==> src/rtl/mbox_pkg.sv <==
package mbox_pkg;
  typedef enum logic [2:0] {
    RES_OK          = 3'd0,
    RES_TIMEOUT     = 3'd1,
    RES_IO_FAIL     = 3'd2,
    RES_UNSUPPORTED = 3'd3,
    RES_BAD_PREREQ  = 3'd4,
    RES_BUSY        = 3'd5,
    RES_REMOTE_IO   = 3'd6
  } result_e;

  typedef enum logic [2:0] {
    ST_IDLE, ST_PRE_POLL, ST_WR_RESP, ST_WR_PARAM,
    ST_WR_MSG, ST_POST_POLL, ST_RD_ARG, ST_DONE
  } state_e;

  localparam logic [7:0] CODE_OK      = 8'h01;
  localparam logic [7:0] CODE_FAIL    = 8'hFF;
  localparam logic [7:0] CODE_UNKNOWN = 8'hFE;
  localparam logic [7:0] CODE_PREREQ  = 8'hFD;
  localparam logic [7:0] CODE_BUSY    = 8'hFC;
endpackage

==> src/rtl/mbox_tick_gen.sv <==
module mbox_tick_gen #(
  parameter int unsigned CLK_PER_US = 100
) (
  input  logic clk_i,
  input  logic rst_ni,
  input  logic clear_i,
  output logic tick_o
);
  localparam int unsigned CW = (CLK_PER_US > 1) ? $clog2(CLK_PER_US) : 1;
  localparam logic [CW-1:0] LAST = CW'(CLK_PER_US - 1);

  logic [CW-1:0] cnt_q;

  always_ff @(posedge clk_i or negedge rst_ni) begin
    if (!rst_ni)             cnt_q <= '0;
    else if (clear_i)        cnt_q <= '0;
    else if (cnt_q == LAST)  cnt_q <= '0;
    else                     cnt_q <= cnt_q + 1'b1;
  end

  assign tick_o = !clear_i && (cnt_q == LAST);

  if (CLK_PER_US > 1) begin : g_spacing
    assert_tick_spacing_R2: assert property (@(posedge clk_i) disable iff (!rst_ni)
      tick_o |=> !tick_o);
  end
endmodule

==> src/rtl/mbox_poll_timer.sv <==
module mbox_poll_timer #(
  parameter int unsigned BASE_COUNT = 10
) (
  input  logic clk_i,
  input  logic rst_ni,
  input  logic load_i,
  input  logic dec_i,
  output logic last_o
);
  localparam int unsigned LIMIT = 20 * BASE_COUNT;
  localparam int unsigned TW    = $clog2(LIMIT + 1);

  logic [TW-1:0] left_q;

  always_ff @(posedge clk_i or negedge rst_ni) begin
    if (!rst_ni)                      left_q <= '0;
    else if (load_i)                  left_q <= TW'(LIMIT);
    else if (dec_i && left_q != '0)   left_q <= left_q - 1'b1;
  end

  assign last_o = (left_q == TW'(1));

  assert_budget_live_R6: assert property (@(posedge clk_i) disable iff (!rst_ni)
    dec_i |-> left_q != '0);
endmodule

==> src/rtl/mbox_resp_decode.sv <==
module mbox_resp_decode
  import mbox_pkg::*;
#(
  parameter int unsigned DATA_W = 32
) (
  input  logic [DATA_W-1:0] code_i,
  output result_e           class_o
);
  always_comb begin
    if (code_i == '0)                          class_o = RES_TIMEOUT;
    else if (code_i == DATA_W'(CODE_OK))       class_o = RES_OK;
    else if (code_i == DATA_W'(CODE_FAIL))     class_o = RES_IO_FAIL;
    else if (code_i == DATA_W'(CODE_UNKNOWN))  class_o = RES_UNSUPPORTED;
    else if (code_i == DATA_W'(CODE_PREREQ))   class_o = RES_BAD_PREREQ;
    else if (code_i == DATA_W'(CODE_BUSY))     class_o = RES_BUSY;
    else                                       class_o = RES_REMOTE_IO;
  end
endmodule

==> src/rtl/mbox_cmd_requester.sv <==
module mbox_cmd_requester
  import mbox_pkg::*;
#(
  parameter int unsigned IDX_W       = 16,
  parameter int unsigned DATA_W      = 32,
  parameter int unsigned ADDR_W      = 8,
  parameter int unsigned CLK_PER_US  = 100,
  parameter int unsigned BASE_COUNT  = 10,
  parameter bit          HALT_ON_ERR = 1'b1,
  parameter logic [ADDR_W-1:0] MSG_ADDR   = 'h00,
  parameter logic [ADDR_W-1:0] PARAM_ADDR = 'h04,
  parameter logic [ADDR_W-1:0] RESP_ADDR  = 'h08
) (
  input  logic              clk_i,
  input  logic              rst_ni,
  input  logic              req_valid_i,
  output logic              req_ready_o,
  input  logic [IDX_W-1:0]  req_idx_i,
  input  logic [DATA_W-1:0] req_param_i,
  output logic              done_o,
  output logic [2:0]        result_o,
  output logic [DATA_W-1:0] arg_o,
  output logic              halt_o,
  output logic              reg_req_o,
  output logic              reg_we_o,
  output logic [ADDR_W-1:0] reg_addr_o,
  output logic [DATA_W-1:0] reg_wdata_o,
  input  logic [DATA_W-1:0] reg_rdata_i
);
  localparam int unsigned PAD_W = DATA_W - IDX_W;

  state_e            state_q;
  logic [IDX_W-1:0]  idx_q;
  logic [DATA_W-1:0] param_q, arg_q;
  result_e           res_q, rd_class;
  logic              halt_q;

  logic accept, phase_start, tick, poll_rd, rd_zero, budget_last;

  assign accept      = (state_q == ST_IDLE) && req_valid_i;
  assign phase_start = accept || (state_q == ST_WR_MSG);
  assign poll_rd     = ((state_q == ST_PRE_POLL) || (state_q == ST_POST_POLL)) && tick;
  assign rd_zero     = (reg_rdata_i == '0);

  mbox_tick_gen #(.CLK_PER_US(CLK_PER_US)) i_tick (
    .clk_i, .rst_ni, .clear_i(phase_start), .tick_o(tick)
  );

  mbox_poll_timer #(.BASE_COUNT(BASE_COUNT)) i_timer (
    .clk_i, .rst_ni, .load_i(phase_start), .dec_i(poll_rd && rd_zero), .last_o(budget_last)
  );

  mbox_resp_decode #(.DATA_W(DATA_W)) i_dec (
    .code_i(reg_rdata_i), .class_o(rd_class)
  );

  always_ff @(posedge clk_i or negedge rst_ni) begin
    if (!rst_ni) begin
      state_q <= ST_IDLE;
      idx_q   <= '0;
      param_q <= '0;
      arg_q   <= '0;
      res_q   <= RES_OK;
      halt_q  <= 1'b0;
    end else begin
      unique case (state_q)
        ST_IDLE: if (accept) begin
          idx_q   <= req_idx_i;
          param_q <= req_param_i;
          arg_q   <= '0;
          state_q <= ST_PRE_POLL;
        end
        ST_PRE_POLL: if (poll_rd) begin
          if (!rd_zero) begin
            if (rd_class == RES_REMOTE_IO) begin
              res_q   <= RES_REMOTE_IO;
              state_q <= ST_DONE;
            end else begin
              state_q <= ST_WR_RESP;
            end
          end else if (budget_last) begin
            res_q   <= RES_TIMEOUT;
            state_q <= ST_DONE;
          end
        end
        ST_WR_RESP:  state_q <= ST_WR_PARAM;
        ST_WR_PARAM: state_q <= ST_WR_MSG;
        ST_WR_MSG:   state_q <= ST_POST_POLL;
        ST_POST_POLL: if (poll_rd && (!rd_zero || budget_last)) begin
          res_q   <= rd_class;
          state_q <= ST_RD_ARG;
        end
        ST_RD_ARG: begin
          arg_q   <= reg_rdata_i;
          state_q <= ST_DONE;
        end
        ST_DONE: begin
          if (HALT_ON_ERR && res_q != RES_OK) halt_q <= 1'b1;
          state_q <= ST_IDLE;
        end
        default: state_q <= ST_IDLE;
      endcase
    end
  end

  always_comb begin
    reg_req_o   = 1'b0;
    reg_we_o    = 1'b0;
    reg_addr_o  = RESP_ADDR;
    reg_wdata_o = '0;
    unique case (state_q)
      ST_PRE_POLL, ST_POST_POLL: reg_req_o = tick;
      ST_WR_RESP: begin
        reg_req_o = 1'b1;
        reg_we_o  = 1'b1;
      end
      ST_WR_PARAM: begin
        reg_req_o   = 1'b1;
        reg_we_o    = 1'b1;
        reg_addr_o  = PARAM_ADDR;
        reg_wdata_o = param_q;
      end
      ST_WR_MSG: begin
        reg_req_o   = 1'b1;
        reg_we_o    = 1'b1;
        reg_addr_o  = MSG_ADDR;
        reg_wdata_o = {{PAD_W{1'b0}}, idx_q};
      end
      ST_RD_ARG: begin
        reg_req_o  = 1'b1;
        reg_addr_o = PARAM_ADDR;
      end
      default: ;
    endcase
  end

  assign req_ready_o = (state_q == ST_IDLE);
  assign done_o      = (state_q == ST_DONE);
  assign result_o    = res_q;
  assign arg_o       = arg_q;
  assign halt_o      = halt_q;

  assert_done_pulse_R1: assert property (@(posedge clk_i) disable iff (!rst_ni)
    done_o |=> !done_o);
  assert_busy_not_ready_R1: assert property (@(posedge clk_i) disable iff (!rst_ni)
    (req_valid_i && req_ready_o) |=> !req_ready_o);
  assert_msg_after_param_R5: assert property (@(posedge clk_i) disable iff (!rst_ni)
    (reg_req_o && reg_we_o && reg_addr_o == MSG_ADDR) |->
      $past(reg_req_o && reg_we_o && reg_addr_o == PARAM_ADDR));
  assert_param_after_clear_R5: assert property (@(posedge clk_i) disable iff (!rst_ni)
    (reg_req_o && reg_we_o && reg_addr_o == PARAM_ADDR) |->
      $past(reg_req_o && reg_we_o && reg_addr_o == RESP_ADDR && reg_wdata_o == '0));
  assert_result_legal_R7: assert property (@(posedge clk_i) disable iff (!rst_ni)
    done_o |-> result_o != 3'd7);
  assert_halt_sticky_R9: assert property (@(posedge clk_i) disable iff (!rst_ni)
    halt_o |=> halt_o);
endmodule

==> config.mk <==
export PLATFORM = sky130hd
export DESIGN_NAME = mbox_cmd_requester
export DESIGN_NICKNAME = d
export VERILOG_FILES = /design/src/rtl/mbox_pkg.sv /design/src/rtl/mbox_tick_gen.sv /design/src/rtl/mbox_poll_timer.sv /design/src/rtl/mbox_resp_decode.sv /design/src/rtl/mbox_cmd_requester.sv
export SDC_FILE = /design/constraint.sdc
export NUM_CORES = 1
export LEC_CHECK = 0
export CORE_MARGIN = 5
export CORE_UTILIZATION = 40
export DETAILED_ROUTE_END_ITERATION = 12
export PLACE_DENSITY = 0.76
export RECOVER_POWER = 50
export SETUP_SLACK_MARGIN = 0.5
export SYNTH_ARGS = -nofsm -noshare
export SYNTH_HDL_FRONTEND = slang
export SYNTH_HIERARCHICAL = 1
export SYNTH_SLANG_ARGS = --single-unit
==> constraint.sdc <==
create_clock -name clk_i -period 2.8 [get_ports clk_i]
set_input_delay 0.56 -clock clk_i [delete_from_list [all_inputs] [get_ports clk_i]]
set_output_delay 0.56 -clock clk_i [all_outputs]
set_load 0.005 [all_outputs]
# Yosys cells after proc, flatten, opt, wreduce, memory -nomap -nowiden
# Cells that the tools add are included.
totals:
  register_bits: 102
  inputBits: 83
  out_inout_bits: 80
  wordCells: 86
classes:
  addsub: 2
  n_eq_ne: 20
  mux: 29
  reduce_logical: 27
op_table:
  columns: ["operator", "count"]
  rows:
  - ["== test 32 x 8 -> 1 bit (second input constant)", 4]
  - ["one-hot mux 32 bit (2 select lines)", 2]
  - ["two-way mux 3 bit", 16]
  - ["== test 32 x 1 -> 1 bit (second input constant)", 1]
  - ["logical NOT 32 bit", 1]
  - ["two-way mux 32 bit", 1]
  - ["one-hot mux 3 bit (8 select lines)", 1]
  - ["two-way mux 8 bit", 2]
  - ["== test 3 bit (second input constant)", 5]
  - ["two-way mux 7 bit", 2]
  - ["== test 8 x 1 -> 1 bit (second input constant)", 1]
  - ["one-hot mux 4 bit (2 select lines)", 1]
  - ["nonzero test 8 bit", 1]
  - ["subtractor 8 x 1 -> 8 bit (second input constant)", 1]
  - ["adder 7 x 1 -> 7 bit (second input constant)", 1]
  - ["== test 7 bit (second input constant)", 1]
  - ["== test 3 x 2 -> 1 bit (second input constant)", 2]
  - ["logical AND 1 bit", 6]
  - ["one-hot mux 3 bit (2 select lines)", 1]
  - ["AND reduction 2 bit", 3]
  - ["nonzero test 2 bit", 3]
  - ["AND reduction 5 bit", 1]
  - ["!= test 2 x 1 -> 1 bit (second input constant)", 2]
  - ["AND reduction 4 bit", 1]
  - ["other kinds (14)", 18]

# Depth between registers and ports, before layout
# Gate-level depths: netlist of the first run.
depth:
  depth_word: 12
  depth_mapped: 12
  mapped_depth_nobuf: 9

# By module
# The synthesis of the first run kept the hierarchy.
by_module_without_submodules:
  columns: ["module", "instances", "cells_per_inst", "area_each_um2", "seq_area_each_um2"]
  rows:
  - ["mbox_cmd_requester", 1, 354, 3886.2, 2177.1]
  - ["mbox_poll_timer", 1, 52, 503.0, 200.2]
  - ["mbox_tick_gen", 1, 31, 320.3, 175.2]
  - ["mbox_resp_decode", 1, 20, 130.1, 0.0]

# Worst setup path before layout of the first run
# Ideal clock, no wire load.
synth_timing:
  path_kind: "flip-flop to flip-flop"
  startpoint: "register state_q[1]"
  endpoint: "register i_timer.left_q[5]"
  setup_ps: 78
  t_arrival_ps: 2895
  t_required_ps: 2722
  slack_ps: -173
  path_stages_with_launch: 13
  path_buffers: 3
  synth_period_minus_slack_ps: 2973
  path_cell_list: "dfrtp_1 buf_2 nor3_2 and2_1 buf_4 buf_4 or2_2 nor3_1 nand3_1 nor2_1 or3b_1 or4_1 a21oi_1"
synth_via:
  elab_chain_len: 9
  word_cells_on_any_way: 14
  cone_classes: "3 x eq/ne; 1 x mux; 10 x reduce/logical"
synth_lines:
  columns: ["item", "line", "rtl"]
  rows:
  - ["from (decl)", "mbox_cmd_requester.sv:32", "state_e state_q;"]
  - ["from (signal assigned)", "mbox_cmd_requester.sv:59", "state_q <= ST_IDLE;"]
  - ["from (signal assigned)", "mbox_cmd_requester.sv:71", "state_q <= ST_PRE_POLL;"]
  - ["from (signal assigned)", "mbox_cmd_requester.sv:77", "state_q <= ST_DONE;"]
  - ["logical NOT 3 bit", null, null]
  - ["named net req_ready_o", "mbox_cmd_requester.sv:17", "output logic req_ready_o,"]
  - ["logical AND 1 bit", "mbox_cmd_requester.sv:40", "assign accept = (state_q == ST_IDLE) && req_valid_i;"]
  - ["logical OR 1 bit", "mbox_cmd_requester.sv:41", "assign phase_start = accept || (state_q == ST_WR_MSG);"]
  - ["named net phase_start", "mbox_cmd_requester.sv:38", "logic accept, phase_start, tick, poll_rd, rd_zero, budget_last;"]
  - ["logical NOT 1 bit", "mbox_tick_gen.sv:21", "assign tick_o = !clear_i && (cnt_q == LAST);"]
  - ["logical AND 1 bit", "mbox_tick_gen.sv:21", null]
  - ["named net tick", "mbox_cmd_requester.sv:38", null]
  - ["logical AND 1 bit", "mbox_cmd_requester.sv:42", "assign poll_rd = ((state_q == ST_PRE_POLL) || (state_q == ST_POST_POLL)) && tick;"]
  - ["logical AND 1 bit", "mbox_cmd_requester.sv:50", ".clk_i, .rst_ni, .load_i(phase_start), .dec_i(poll_rd && rd_zero), .last_o(budget_last)"]
  - ["logical AND 1 bit", "mbox_poll_timer.sv:18", "else if (dec_i && left_q != '0) left_q <= left_q - 1'b1;"]
  - ["nonzero test 2 bit (no source line)", null, null]
  - ["to (signal assigned)", "mbox_poll_timer.sv:17", "else if (load_i) left_q <= TW'(LIMIT);"]
  - ["to (signal assigned)", "mbox_poll_timer.sv:18", null]
  - ["to (decl)", "mbox_poll_timer.sv:13", "logic [TW-1:0] left_q;"]
# The timed path passes the listed nets, and every way through them passes these cells.
# A chain may end at the register's enable or synchronous reset.

# Worst setup path in the final report of the first run
layout_timing:
  startpoint: "register state_q[0]"
  endpoint: "register i_timer.left_q[5]"
layout_via:
  elab_chain_len: 9
  word_cells_on_any_way: 14
  cone_classes: "3 x eq/ne; 1 x mux; 10 x reduce/logical"
layout_lines:
  columns: ["item", "line"]
  rows:
  - ["logical NOT 3 bit", "mbox_cmd_requester.sv:40"]
  - ["logical AND 1 bit", "mbox_cmd_requester.sv:40"]
  - ["logical OR 1 bit (*)", "mbox_cmd_requester.sv:41"]
  - ["named net phase_start", "mbox_cmd_requester.sv:38"]
  - ["logical NOT 1 bit (*)", "mbox_tick_gen.sv:21"]
  - ["logical AND 1 bit (*)", "mbox_tick_gen.sv:21"]
  - ["named net tick", "mbox_cmd_requester.sv:38"]
  - ["logical AND 1 bit (*)", "mbox_cmd_requester.sv:42"]
  - ["logical AND 1 bit (*)", "mbox_cmd_requester.sv:50"]
  - ["logical AND 1 bit (*)", "mbox_poll_timer.sv:18"]
  - ["nonzero test 2 bit (no source line) (*)", null]
# The timed path passes the listed nets; every way through them passes the cells marked *.

==> results.json, run 1 <==
{
  "outcome": "completed",
  "p_per_area_nw_per_um2": 397,
  "cts.root.buffer_cell": "clkbuf_16",
  "layout.nets": 766,
  "hpwl_um": 9530,
  "finClkSkew_ns": 0.00874,
  "wirelength_um": 14100,
  "switching_power_uw": 635,
  "worst_pin_slew_ns": 1.10,
  "first_pass_iters": 5,
  "drv_slew": 0,
  "path_clk_slew_ns": 0.07,
  "die-width_um": 120,
  "drt_iter0_markers": 217,
  "final_cell_mix": "99 x dfrtp_1, 76 x clkdlybuf4s50_1, 73 x nand2_1",
  "fill_cells": 966,
  "crit_type": "reg -> reg",
  "numCtsBuffers": 9,
  "ant_nets": 0,
  "cp-start-kind": "flop",
  "clkPwrFrac_pct": 44.2,
  "grt_max_degree": 81,
  "clk_path_buf_depth": 2,
  "endpoint_kind": "flop",
  "setup_viol": 0,
  "core_um2": 11900,
  "io_buffers": 156,
  "setup_slack_ns": 0.253,
  "yosysWarnings": 6,
  "die_area_um2": 14400,
  "final_common_cell": "dfrtp_1",
  "antenna_cells": 0,
  "synth-seq-cells": 102,
  "slew-limit-headroom_pct": 26.6,
  "multi_input_area_um2": 2340,
  "synthFlopType": "dfrtp_1",
  "min_period_over_period_pct": 91.0,
  "cts_tree": "built",
  "swShare_pct": 21.2,
  "syn_inst": 457,
  "syn_avg_cell_area_um2": 10.6,
  "ys_types": 55,
  "register_area_um2": 2560,
  "final_cell_count_no_fill": 831,
  "worstPathMaxFanout": 4,
  "synthesis.area_um2": 4840,
  "vdd_drop_max_uv": 293,
  "num_vias": 4356,
  "grt_pass1_wl_um": 22500,
  "cts_max_level": 3,
  "worst_hold_slack_ns": 0.409,
  "pre_cts_ws_ns": -0.305,
  "place_congestion": 0.870,
  "p_total_mw": 2.99,
  "cts.sinks": 102,
  "fp-row-count": 40,
  "worstPathRequired_ns": 3.07,
  "fmax_mhz": 393,
  "die_h_um": 120,
  "cap_violations": 0,
  "period_minus_slack_ns": 2.55,
  "start_util_pct": 40.6,
  "grt_pass1_vias": 4616,
  "ys_seq_area_share_pct": 52.7,
  "synth_edf_count": 0,
  "seqPwrFrac_pct": 49.2,
  "leakage_nw": 3.42,
  "wl_per_cell_um": 16.9,
  "p_int_mw": 2.36,
  "worstPathArrival_ns": 2.81,
  "via_per_inst": 5.24,
  "combPwrFrac_pct": 6.6,
  "track_usage_pct": 19.6,
  "antenna_found_initial": 0,
  "grt_setup_unrepaired": "true",
  "async_reset_ff_share_pct": 100,
  "clk_latency_ns": 0.35,
  "hold_viol": 0,
  "dpl.cell_count": 785,
  "pin_count": 163,
  "overflow": 0,
  "holdBufCountCts": 0,
  "area_delta_synth_final_pct": 55.9,
  "drive_above_1_share_pct": 30.7,
  "drc": 0,
  "worstHoldPathType": "in -> async"
}
## cell usage after synthesis, types with 2 or more instances
library cell	count	area [um^2]
a211oi_1	3	22.5
a21oi_1	6	30.0
a22o_1	16	140
and2_1	18	113
and3_1	2	12.5
buf_2	8	40.0
buf_4	12	90.1
clkbuf_1	6	22.5
clkbuf_2	3	15.0
dfrtp_1	102	2550
ha_1	4	50.1
inv_1	9	33.8
mux2_1	2	22.5
mux2_2	48	541
mux2i_1	2	20.0
nand2_1	75	282
nand2b_1	3	18.8
nand3_1	7	35.0
nand4_1	3	18.8
nor2_1	22	82.6
nor2b_1	3	18.8
nor3_1	6	30.0
nor4_1	11	68.8
nor4_2	3	37.5
o211ai_1	2	15.0
o21a_1	3	22.5
o21ai_0	36	180
o21ai_1	5	25.0
o21bai_1	2	15.0
o2bb2ai_1	2	17.5
or2_1	2	12.5
or3_1	3	18.8
or3b_1	2	17.5
or4_1	4	30.0
xor2_1	2	17.5
## layout make-up
| class | instances | area share, % |
|---|---|---|
| clock buffers | 12 | 3.53 |
| inverters | 9 | 0.448 |
| well taps | 147 | 2.44 |
| flip-flops and latches | 102 | 33.9 |
| clock inverters | 4 | 0.697 |
| repair buffers | 235 | 28.0 |
| multi-input cells | 322 | 31.0 |
## power groups by stage
stage / Clock [mW] / Combinational, mW / Sequential (mW)
after floorplan: 0 / 0.0149 / 1.50
after global placement: 0 / 0.200 / 1.50
after detailed placement: 0 / 0.204 / 1.50
after CTS: 1.36 / 0.198 / 1.47
after global routing: 1.42 / 0.216 / 1.47
final: 1.32 / 0.198 / 1.47
## worst paths after layout
path | startpoint | to | slack (ns) | depth (start not counted)
max reg2reg | state_q[0] | i_timer/left_q[5] | 0.25 | 11
min reg2reg | i_tick/cnt_q[0] | i_tick/cnt_q[0] | 0.46 | 1
max | state_q[0] | i_timer/left_q[5] | 0.25 | 11
max in group asynchronous | rst_ni | halt_o | 1.51 | 2
min | rst_ni | idx_q[8] | 0.41 | 1
min in group clk_i | i_tick/cnt_q[0] | i_tick/cnt_q[0] | 0.46 | 1
## kinds of logic after synthesis
| group | share of synthesized area [%] |
|---|---|
| xor+xnor | 0.543 |
| compound gates | 11.3 |
| fa+ha+maj | 1.03 |
| buf+inv | 4.16 |
| simple gates | 18.1 |
| flops | 52.7 |
| other cells | 0.0775 |
| mux | 12.0 |
## metal layers
metal	routed length (um)	share of wire [%]	track usage, %	vias to the layer above
met1	5580	40	22.5	2152
met2	6810	48	31.8	144
li1	-	-	-	2040
met5	0	0	0	-
met4	293	2.1	8.16	0
met3	1390	9.9	8.53	20
## worst max-delay path: stages, from the launching register on
cell	delay, ns
dfrtp_2	0.40
clkbuf_1	0.13
nor3_1	0.07
and2_2	0.18
or2_4	0.26
nor3_4	0.14
nand3_2	0.11
buf_6	0.14
nor2_4	0.09
or3b_4	0.41
or4_1	0.40
a21oi_1	0.12
## metrics by stage
step	setup TNS (ns)	utilization, %	cell area [um^2]
2_1_floorplan	0	-	4900
3_3_place_gp	-1.52	57.6	6860
3_5_place_dp	-1.69	57.6	6860
4_1_cts	0	62.2	7410
5_1_grt	0	63.3	7540
6_report	0	63.3	7540
## repair_timing
item | CTS | global route
endpoints found under the setup margin | 50 | 46
cloned | 1 | 1
resized for setup | 100 | 70
setup buffers | 18 | 10
pin swaps | 25 | 20
## flip-flops by register name, summed over array words and instances (netlist names)
name,count
arg_o,32
param_q,32
idx_q,16
i_timer/left_q,8
i_tick/cnt_q,7
result_o,3
state_q,3
halt_o,1
No activity file was read; power rests on OpenSTA's default activity.
==> run 2, diff against run 1 <==
- SETUP_SLACK_MARGIN: 0.5 -> unset
==> results.json, run 2 (synthesized netlist as in run 1, its figures left out) <==
{
  "area_delta_synth_final_pct": 48.3,
  "drive_above_1_share_pct": 20.1,
  "path_clk_slew_ns": 0.07,
  "via_per_inst": 5.14,
  "reg2reg_slack_ns": 0.22,
  "holdPathStages": 1,
  "clk_path_buf_depth": 2,
  "p_total_mw": 2.94,
  "overflow": 0,
  "antenna_found_initial": 0,
  "worstPathRequired_ns": 3.07,
  "final_cell_count_no_fill": 799,
  "core_um2": 11900,
  "start_util_pct": 40.6,
  "cts_max_level": 3,
  "die-width_um": 120,
  "worstPathMaxFanout": 4,
  "io_buffers": 156,
  "finalCoreUtilization_pct": 60.3,
  "finClkSkew_ns": 0.00927,
  "worstPathArrival_ns": 2.95,
  "endpoint_kind": "flop",
  "cts_tree": "built",
  "numCtsBuffers": 9,
  "cts.root.buffer_cell": "clkbuf_16",
  "layout.nets": 734,
  "clk_latency_ns": 0.35,
  "outcome": "completed",
  "die_area_um2": 14400,
  "worst_hold_slack_ns": 0.459,
  "drv_slew": 0,
  "fmax_mhz": 374,
  "num_vias": 4103,
  "p_per_area_nw_per_um2": 409,
  "dpl.cell_count": 782,
  "pin_count": 163,
  "first_pass_iters": 4,
  "cts.sinks": 102,
  "antenna_cells": 0,
  "wirelength_um": 13400,
  "min_period_over_period_pct": 95.5,
  "worstHoldPathType": "reg -> reg",
  "worst_pin_slew_ns": 1.47,
  "drc": 0,
  "cap_violations": 0,
  "fp-row-count": 40,
  "ant_nets": 0,
  "hpwl_um": 9820,
  "wl_per_cell_um": 16.8,
  "leakage_nw": 3.09,
  "die_h_um": 120,
  "cp-start-kind": "input pin",
  "grt_pass1_wl_um": 21900,
  "drt_iter0_markers": 190,
  "grt_max_degree": 81,
  "slew-limit-headroom_pct": 1.96,
  "setup_viol": 0,
  "pre_cts_ws_ns": -0.411,
  "crit_type": "in -> reg",
  "vdd_drop_max_uv": 302,
  "period_minus_slack_ns": 2.67,
  "r2r_cells": 10,
  "final_cell_mix": "119 x clkdlybuf4s50_1, 102 x dfrtp_1, 75 x nand2_1",
  "grt_pass1_vias": 4390,
  "place_congestion": 0.851,
  "grt_setup_unrepaired": "false",
  "hold_viol": 0,
  "final_common_cell": "clkdlybuf4s50_1",
  "setup_slack_ns": 0.125,
  "track_usage_pct": 19.0
}
run 2: critical path: stages:
cell and delay [ns]:
clkdlybuf4s50_1 0.46, nor4_1 0.36, nand4_1 0.20, or2_1 0.29, nor2_2 0.12, or3b_4 0.40
or4_4 0.42, a21oi_2 0.14
run 2: power breakdown:
group	total (mW)	leakage [nW]	internal (mW)	switching, mW
combinational	0.203	1.73	0.129	0.0741
sequential	1.47	1.21	1.47	0
clock	1.26	0.146	0.718	0.545
run 2: path summary, 6_finish.rpt:
kind                                  from           endpoint
hold / removal             i_tick/cnt_q[0]    i_tick/cnt_q[0]
hold reg to reg            i_tick/cnt_q[0]    i_tick/cnt_q[0]
setup reg to reg                state_q[2]  i_timer/left_q[5]
min in group asynchronous           rst_ni        param_q[17]
max in group asynchronous           rst_ni        param_q[12]
setup / recovery            reg_rdata_i[3]  i_timer/left_q[5]
run 2: final cells by class:
| class | count | area, um^2 |
|---|---|---|
| Inverter | 9 | 33.8 |
| Tap cell | 147 | 184 |
| Sequential cell | 102 | 2550 |
| Clock inverter | 5 | 56.3 |
| Clock buffer | 11 | 243 |
| Fill cell | 1009 | 4730 |
| Timing Repair Buffer | 203 | 1930 |
| Multi-Input combinational cell | 322 | 2170 |
run 2: repair_timing:
item                       CTS  global route
buffers inserted             1             0
setup endpoints to repair    3             5
hold endpoints to repair     0             0
hold buffers                 0             0
resized for setup            3             8
pin swaps                    2             2
run 2: per-stage QoR:
stage | setup TNS (ns) | cell area [um^2]
after global placement | -2.30 | 6830
after CTS | 0 | 7150
after detailed placement | -2.73 | 6830
final | 0 | 7180
after floorplan | 0 | 4880
after global routing | 0 | 7180
run 2: layer usage:
layer	global-route usage (%)	share of wire (%)	vias up
met2	31.5	48	128
met1	21.4	40	1984
met4	7.23	2.1	0
met3	8.58	10	18
met5	0	0	-
li1	-	-	1973
==> run 3, diff against run 2 <==
- MAX_ROUTING_LAYER: unset -> met4
==> results.json, run 3 (synthesized netlist as in run 1, its figures left out) <==
{
  "outcome": "completed",
  "reg2reg_slack_ns": 0.22,
  "multi_input_area_um2": 2170,
  "place_congestion": 0.865,
  "worst_pin_slew_ns": 1.47,
  "drv_slew": 0,
  "r2r_cells": 10,
  "setup_viol": 0,
  "fmax_mhz": 373,
  "numCtsBuffers": 9,
  "cap_violations": 0,
  "antenna_found_initial": 0,
  "track_usage_pct": 19.5,
  "via_per_inst": 5.15,
  "leakage_nw": 3.09,
  "layout.nets": 734,
  "die_area_um2": 14400,
  "p_total_mw": 2.94,
  "grt_setup_unrepaired": "false",
  "worstHoldPathType": "reg -> reg",
  "crit_type": "in -> reg",
  "first_pass_iters": 4,
  "path_clk_slew_ns": 0.07,
  "hpwl_um": 9820,
  "grt_pass1_vias": 4425,
  "crit_slowest_cell": "clkdlybuf4s50_1",
  "wirelength_um": 13400,
  "holdBufCountCts": 0,
  "worstPathMaxFanout": 4,
  "cts_max_level": 3,
  "antenna_cells": 0,
  "clk_path_buf_depth": 2,
  "wl_per_cell_um": 16.8,
  "min_from": "i_tick/cnt_q[0]",
  "pin_count": 163,
  "final_cell_mix": "119 x clkdlybuf4s50_1, 102 x dfrtp_1, 75 x nand2_1",
  "crit_chain": "clkdlybuf4s50_1 > nor4_1 > nand4_1 > or2_1 > nor2_2 > or3b_4 > or4_4 > a21oi_2",
  "rr_endpoint": "i_timer/left_q[5]",
  "min_period_over_period_pct": 95.6,
  "grt_max_degree": 81,
  "io_buffers": 156,
  "finClkSkew_ns": 0.00944,
  "die_h_um": 120,
  "overflow": 0,
  "grt_pass1_wl_um": 21800,
  "critPathBufInv": 1,
  "cp-start-kind": "input pin",
  "worstPathArrival_ns": 2.95,
  "slew-limit-headroom_pct": 2.18,
  "drive_above_1_share_pct": 20.1,
  "register_area_um2": 2550,
  "crit_family": "simple AND/OR/NAND/NOR gates",
  "final_cell_count_no_fill": 799,
  "cts.sinks": 102,
  "r2r-start": "state_q[2]",
  "final_common_cell": "clkdlybuf4s50_1",
  "drt_iter0_markers": 203,
  "die-width_um": 120,
  "p_per_area_nw_per_um2": 409,
  "core_um2": 11900,
  "holdPathStages": 1,
  "max_stage_delay_ns": 0.46,
  "worstPathRequired_ns": 3.07,
  "num_vias": 4113,
  "period_minus_slack_ns": 2.68,
  "drc": 0,
  "fp-row-count": 40,
  "finalCoreUtilization_pct": 60.3,
  "clk_latency_ns": 0.35,
  "area_delta_synth_final_pct": 48.3,
  "min_to": "i_tick/cnt_q[0]",
  "hold_viol": 0,
  "fill_cells": 1009,
  "cts.root.buffer_cell": "clkbuf_16",
  "cts_tree": "built",
  "vdd_drop_max_uv": 303,
  "start_util_pct": 40.6,
  "dpl.cell_count": 782,
  "ant_nets": 0,
  "endpoint_kind": "flop"
}
==> run 3: area by class of cell <==
type	count	share of cell area, %
Clock buffer	11	3.38
Clock inverter	5	0.785
Inverter	9	0.471
Multi-Input combinational cell	322	30.3
Sequential cell	102	35.6
Tap cell	147	2.56
Timing Repair Buffer	203	27.0
==> run 3: worst max path at each step <==
stage                          from           endpoint  slack (ns)  cells after the start
floorplan               req_valid_i  i_timer/left_q[5]        0.02                     10
global placement    reg_rdata_i[12]  i_timer/left_q[5]       -0.36                      9
detailed placement  reg_rdata_i[12]  i_timer/left_q[5]       -0.41                      9
CTS                 reg_rdata_i[12]  i_timer/left_q[5]        0.03                      9
global route         reg_rdata_i[3]  i_timer/left_q[5]       0.007                      8
finish               reg_rdata_i[3]  i_timer/left_q[5]        0.12                      8
==> run 3: repair_timing <==
item / CTS / global route
hold endpoints to repair: 0 / 0
resized for setup: 3 / 8
setup endpoints to repair: 3 / 5
setup buffers: 1 / 0
pin swaps: 2 / 2
==> run 3: per-layer routing <==
layer	up-vias	GRT usage (%)	routed length, um
met3	17	6.88	1100
met4	0	7.23	220
met5	-	-	0
met1	1986	22.2	5600
met2	137	31.6	6490
li1	1973	-	-
==> run 3: power by group <==
group	internal (mW)	switching, mW	total (mW)
combinational	0.129	0.0743	0.203
sequential	1.47	0	1.47
clock	0.718	0.542	1.26
total	2.32	0.616	2.94
==> run 3: metrics by stage <==
stage | worst slack [ns] | cell area (um^2) | TNS, ns | hold WS, ns
finish | 0.122 | 7180 | 0 | 0.455
floorplan | 0.0165 | 4880 | 0 | 0.264
detailed placement | -0.411 | 6830 | -2.73 | 0.449
global placement | -0.359 | 6830 | -2.30 | 0.444
global route | 0.00714 | 7180 | 0 | 0.470
CTS | 0.0270 | 7150 | 0 | 0.288
